==> config.mk <==
export PLATFORM = sky130hd
export DESIGN_NAME = chan_sampling_seq
export DESIGN_NICKNAME = d
export VERILOG_FILES = /design/src/rtl/chan_seq_pkg.sv /design/src/rtl/cs_pulse_sync.sv /design/src/rtl/cs_sel_decode.sv /design/src/rtl/cs_order_step.sv /design/src/rtl/chan_sampling_seq.sv
export SDC_FILE = /design/constraint.sdc
export NUM_CORES = 1
export LEC_CHECK = 0
export ABC_AREA = 0
export CORE_AREA = 2 2 39 41
export DETAILED_ROUTE_END_ITERATION = 7
export DIE_AREA = 0 0 41 43
export GPL_ROUTABILITY_DRIVEN = 1
export GPL_TIMING_DRIVEN = 0
export PLACE_DENSITY = 0.67
export SYNTH_ARGS = -nofsm -noshare
export SYNTH_HDL_FRONTEND = slang
export SYNTH_SLANG_ARGS = --single-unit
==> constraint.sdc <==
create_clock -name clk -period 1.4 [get_ports clk]
set_clock_uncertainty 0.15 [all_clocks]
set_input_delay 0.21 -clock clk [delete_from_list [all_inputs] [get_ports clk]]
set_output_delay 0.21 -clock clk [all_outputs]
set_load 0.01 [all_outputs]
==> src/rtl/chan_seq_pkg.sv <==
package chan_seq_pkg;

  localparam int TAG_W = 2;
  localparam int NUM_CH = 3;

  typedef enum logic [TAG_W-1:0] {
    CH_RED   = 2'b00,
    CH_GREEN = 2'b01,
    CH_BLUE  = 2'b10
  } chan_e;

  // Channel at the head of the sequence for a given order.
  function automatic chan_e head_of(input logic fwd);
    return fwd ? CH_RED : CH_BLUE;
  endfunction

endpackage

==> src/rtl/cs_pulse_sync.sv <==
module cs_pulse_sync #(
  parameter int STAGES = 2
) (
  input  logic clk,
  input  logic rst,
  input  logic async_in,
  output logic rise_o
);

  logic [STAGES-1:0] chain;
  logic              last_q;

  generate
    if (STAGES == 1) begin : g_single
      always_ff @(posedge clk) begin
        if (rst) chain <= '0;
        else     chain <= async_in;
      end
    end else begin : g_multi
      always_ff @(posedge clk) begin
        if (rst) chain <= '0;
        else     chain <= {chain[STAGES-2:0], async_in};
      end
    end
  endgenerate

  always_ff @(posedge clk) begin
    if (rst) last_q <= 1'b0;
    else     last_q <= chain[STAGES-1];
  end

  assign rise_o = chain[STAGES-1] & ~last_q;

endmodule

==> src/rtl/cs_sel_decode.sv <==
module cs_sel_decode
  import chan_seq_pkg::*;
(
  input  logic  sel_r,
  input  logic  sel_g,
  input  logic  sel_b,
  output chan_e fixed_o,
  output logic  bad_o
);

  logic [NUM_CH-1:0] bits;
  assign bits = {sel_b, sel_g, sel_r};

  always_comb begin
    bad_o   = 1'b0;
    fixed_o = CH_RED;
    unique case (bits)
      3'b001:  fixed_o = CH_RED;
      3'b010:  fixed_o = CH_GREEN;
      3'b100:  fixed_o = CH_BLUE;
      default: begin
        fixed_o = CH_RED;
        bad_o   = 1'b1;
      end
    endcase
  end

endmodule

==> src/rtl/cs_order_step.sv <==
module cs_order_step
  import chan_seq_pkg::*;
(
  input  chan_e cur_i,
  input  logic  fwd_i,
  output chan_e nxt_o
);

  always_comb begin
    nxt_o = head_of(fwd_i);
    if (fwd_i) begin
      case (cur_i)
        CH_RED:   nxt_o = CH_GREEN;
        CH_GREEN: nxt_o = CH_BLUE;
        default:  nxt_o = CH_RED;
      endcase
    end else begin
      case (cur_i)
        CH_BLUE:  nxt_o = CH_GREEN;
        CH_GREEN: nxt_o = CH_RED;
        default:  nxt_o = CH_BLUE;
      endcase
    end
  end

endmodule

==> src/rtl/chan_sampling_seq.sv <==
module chan_sampling_seq
  import chan_seq_pkg::*;
#(
  parameter int SYNC_STAGES = 2
) (
  input  logic             clk,
  input  logic             rst,
  input  logic             conv_tick,
  input  logic             pix_clk_in,
  input  logic             three_ch,
  input  logic             order_fwd,
  input  logic             solo_r,
  input  logic             solo_g,
  input  logic             solo_b,
  output logic [TAG_W-1:0] smp_tag,
  output logic             smp_stb,
  output logic             cfg_err
);

  logic  pix_rise;
  logic  pend_q;
  logic  restart_now;
  chan_e tag_q;
  chan_e step_nxt;
  chan_e solo_ch;
  logic  solo_bad;
  logic  stb_q;
  logic  err_q;

  cs_pulse_sync #(.STAGES(SYNC_STAGES)) u_sync (
    .clk      (clk),
    .rst      (rst),
    .async_in (pix_clk_in),
    .rise_o   (pix_rise)
  );

  cs_sel_decode u_dec (
    .sel_r   (solo_r),
    .sel_g   (solo_g),
    .sel_b   (solo_b),
    .fixed_o (solo_ch),
    .bad_o   (solo_bad)
  );

  cs_order_step u_step (
    .cur_i (tag_q),
    .fwd_i (order_fwd),
    .nxt_o (step_nxt)
  );

  // A pending restart is consumed by the next conversion tick.
  assign restart_now = pix_rise | pend_q;

  always_ff @(posedge clk) begin
    if (rst) begin
      pend_q <= 1'b1;
      tag_q  <= CH_RED;
      stb_q  <= 1'b0;
      err_q  <= 1'b0;
    end else begin
      stb_q <= conv_tick;
      err_q <= solo_bad;
      if (conv_tick) begin
        pend_q <= 1'b0;
        if (!three_ch)        tag_q <= solo_ch;
        else if (restart_now) tag_q <= head_of(order_fwd);
        else                  tag_q <= step_nxt;
      end else begin
        pend_q <= restart_now;
      end
    end
  end

  assign smp_tag = tag_q;
  assign smp_stb = stb_q;
  assign cfg_err = err_q;

endmodule

Word level (Yosys, flattened, before mapping)
Cells that the tools add are included.
{"block": "classes", "bitwise_logic": 3, "mux": 9, "eq_ne": 5, "reduce_logical": 2}
{"op": "$pmux 2 s2", "count": 3}
{"op": "$mux 2", "count": 4}
{"op": "$eq 3x1->1 const B", "count": 1}
{"op": "$eq 3x2->1 const B", "count": 1}
{"op": "$eq 3x3->1 const B", "count": 1}
{"op": "$reduce_or 3->1", "count": 1}
{"op": "$eq 2x1->1 const B", "count": 1}
{"op": "$eq 2x2->1 const B", "count": 1}
{"op": "$logic_not 2->1", "count": 1}
{"op": "$mux 1", "count": 2}
{"op": "$and 1x1->1", "count": 1}
{"op": "$not 1->1", "count": 1}
{"op": "$or 1x1->1", "count": 1}
{"block": "totals", "elab_cells": 25, "output_inout_bits": 4, "register_bits": 8}

Depth between registers and ports, before layout
{"block": "depth", "word_depth": 5, "mapped_depth": 5, "ltp_nobuf": 5}

Hierarchy
From an unflattened synthesis, not the netlist that was laid out.
{"block": "hier_totals", "hier_cells": 38, "hier_area_um2": 385.4}
{"module": "chan_sampling_seq", "area_each_um2": 195.2, "seq_area_each_um2": 100.1, "n_inst": 1, "cells_each": 18}
{"module": "cs_pulse_sync", "area_each_um2": 87.6, "seq_area_each_um2": 60.1, "n_inst": 1, "cells_each": 7}
{"module": "cs_order_step", "area_each_um2": 68.8, "seq_area_each_um2": 0.0, "n_inst": 1, "cells_each": 8}
{"module": "cs_sel_decode", "area_each_um2": 33.8, "seq_area_each_um2": 0.0, "n_inst": 1, "cells_each": 5}

Worst setup path before layout
Ideal clock, no wire load.
{"block": "synth_path", "kind": "register to register", "from": "register tag_q[0], in the netlist smp_tag[0]", "to": "register tag_q[1], in the netlist smp_tag[1]", "setup_slack_ps": -80, "setup_time_ps": 142, "stages_incl_launch_ff": 6, "period_less_slack_ps": 1480, "arrival_time_ps": 1188, "path_cell_list": "dfxtp_1 inv_1 ha_1 inv_1 o311ai_0 a41oi_1"}
{"block": "synth_via", "elab_chain_cells": 5, "elab_cells_between_ends": 8}
{"item": "start: declaration", "line_no": "chan_sampling_seq.sv:23", "source": "chan_e tag_q;"}
{"item": "start signal: assignment", "line_no": "chan_sampling_seq.sv:65", "source": "if (!three_ch) tag_q <= solo_ch;"}
{"item": "start signal: assignment", "line_no": "chan_sampling_seq.sv:66", "source": "else if (restart_now) tag_q <= head_of(order_fwd);"}
{"item": "start signal: assignment", "line_no": "chan_sampling_seq.sv:67", "source": "else tag_q <= step_nxt;"}
{"item": "$eq 2x1->1, or another cell as far along", "line_no": "cs_order_step.sv:12, cs_order_step.sv:18"}
{"item": "$pmux 2 s2 (on tied branches)", "line_no": "cs_order_step.sv:18, cs_order_step.sv:12"}
{"item": "$mux 2 *", "line_no": "cs_order_step.sv:11", "source": "if (fwd_i) begin"}
{"item": "$mux 2 *", "line_no": "chan_sampling_seq.sv:66"}
{"item": "$mux 2 *", "line_no": "chan_sampling_seq.sv:65"}
Every way passes the cells marked *; elsewhere a longest branch is shown, timed or not.
A chain may end at the register's enable or synchronous reset.

Worst setup path after layout
{"block": "layout_path", "from": "register tag_q[0], in the netlist smp_tag[0]", "to": "register tag_q[0], in the netlist smp_tag[0]"}
Same word-level chain as after synthesis.

==> flow_summary.ini <==
[outcome]
status = complete, no violations

[yosys]
synth.area.top_cells = dfxtp_1 43%, ha_1 10%, nor2b_1 10%
yosysTopAreaCell = dfxtp_1
synth_area_um2 = 372
ys_seq_area_frac = 0.431
async_flop_share = 0
synthCells = 38
synth_cell_types = 18
synth_edf_count = 0
synth-seq-cells = 8
ys.flop_type = dfxtp_1
synth_top_area_frac = 0.431
avgSynthCellArea_um2 = 9.78
synth_nets = 50
synth_warnings = 0

[final_layout]
diodes = 0
area_growth_pct = 56.2
stdcell_area_um2 = 581
final_cell_count_no_fill = 71
final_layout_size_suffix_gt1_frac = 0.255
fillers = 149
final_nets = 69
final_core_util = 0.420

[critical_path]
cp_top_family = flip-flops
crit_required_ns = 1.37
critPathBufInv = 1
worstReg2RegStart = smp_tag[0]
path_cells = inv_1 -> ha_1 -> mux2_2 -> a31oi_2 -> a211oi_1
critPathLaunch = smp_tag[0]
critPathMaxFanout = 2
timing_worst_setup_path_type = reg -> reg
crit_slowest_cell = dfxtp_2
cp-start-kind = register
cp.arrival_ns = 1.32
cpPeakStageDelay_ns = 0.33
critPathCaptureType = register

[die]
die_h_um = 43
fp-row-count = 14
die-area_mm2 = 0.00176
core_mm2 = 0.00138
die_w_um = 41
initial_core_util = 0.269
pin_count = 13

[sta]
finalHoldViolations = 0
drv_slew = 0
worst_slew_pin_slew_ns = 0.262
min_period_ns = 1.35
holdWs_ns = 0.178
setup_tns_ns = 0
setup_slack_ns = 0.0497
fin_crit_sh = 0.965
slew_headroom = 0.825
setup_viol = 0
rsz0062_at_grt = no
fmax_ghz = 0.741

[placement]
dp_slack_ns = -0.264
postPlaceCellArea_um2 = 514
place_inst = 66
portBuffers = 12
place.gp.congestion = 0.660

[power]
power_uw = 512
ir_worst_vdd_v = 0.000527
p_leak_nw = 0.257
power_per_cell_area_mw_per_mm2 = 881

[routing]
via_per_inst = 4.79
wl_per_cell_um = 11.1
via_count = 340
ant_nets = 0
firstDrtPassIters = 4
drt_iter0_drc = 3
finalWirelength_um = 786
drcViolationCount = 0

[cts]
clk_latency_ns = 0.25
cts-root-buf = clkbuf_4
htree_levels = 1
numClockSinks = 8
ctsLongestPathBuffers = 2
clkTransAtPathRegs_ns = 0.05
cts_tree = built
cts_buffers = 3

[job]
cap_violations = 0

[global_routing]
grt_max_degree = 9
overflow = 0
grt_pass1_wl_mm = 1.46
grt_pass1_vias = 344
grt_antenna_before_repair = 0
grt_use_total = 0.134

[hold_path]
min_from = solo_b
worstHoldPathType = in -> reg
## power by group
| group | internal (mW) | switching, mW |
|---|---|---|
| Sequential | 0.242 | 0.00740 |
| Combinational | 0.0531 | 0.0422 |
| Clock | 0.0974 | 0.0691 |
| Total | 0.393 | 0.119 |
## layout by cell type (no fill, tap or decap), types with 2 or more instances in the layout
master,n
dlygate4sd2_1,6
dfxtp_2,2
inv_1,3
nor2_1,3
nor2b_1,6
dfxtp_1,6
buf_4,2
clkbuf_4,3
ha_1,3
dlymetal6s2s_1,2
o21bai_1,2
clkdlybuf4s50_1,4
## synth_stat cells, drive strengths merged (2+ instances only)
| master | count |
|---|---|
| o21bai | 2 |
| nor2b | 6 |
| nor2 | 3 |
| dfxtp | 8 |
| ha | 3 |
| inv | 4 |
## cell type report
cell class                 count  area [um2]  share of cell area
timing repair buffer          14         133               0.228
multi-input combinational     26         228               0.392
tap                           16        20.0              0.0345
sequential                     8         163               0.280
clock buffer                   3        22.5              0.0388
inverter                       4        15.0              0.0259
## path summary, 6_finish.rpt
path	to	slack, ns	depth (start not counted)
min	cfg_err	0.18	3
min reg2reg	u_sync.chain[1]	0.29	1
max	smp_tag[0]	0.05	5
max reg2reg	smp_tag[0]	0.05	5
## state kept, by name (all words and copies together), names as in the netlist
register and flops:
cfg_err 1, smp_stb 1, u_sync.last_q 1, smp_tag 2, u_sync.chain 2, pend_q 1
## layer usage
| metal | vias to the layer above | part of all wire | track usage |
|---|---|---|---|
| met5 | - | 0 | 0 |
| li1 | 170 | - | - |
| met2 | 11 | 0.53 | 0.203 |
| met4 | 0 | 0 | 0.0800 |
| met3 | 0 | 0.065 | 0.0942 |
| met1 | 159 | 0.41 | 0.123 |
## tightest hold or removal path: cells and delay by family
kind | cells | cell delay, ns
AO/OA/AOI/OAI | 1 | 0.15
buffers and inverters | 1 | 0.14
AND/OR/NAND/NOR | 1 | 0.03
## kinds of logic after synthesis
group | Yosys count | share of synthesized area
muxes | 1 | 0.0303
xor gates and xnor gates | 1 | 0.0236
and+or+nand+nor | 13 | 0.216
DFF | 8 | 0.431
buffers and inverters | 4 | 0.0404
AOI/OAI and AO/OA | 8 | 0.158
adders and majority gates | 3 | 0.101
## what timing repair did
action	in CTS	in global routing
hold buffers	0	0
setup endpoints to repair	6	2
pin swaps	1	3
gates resized for setup	9	5
buffers inserted	2	0
Note: power is estimated with default switching activity, not from simulation.
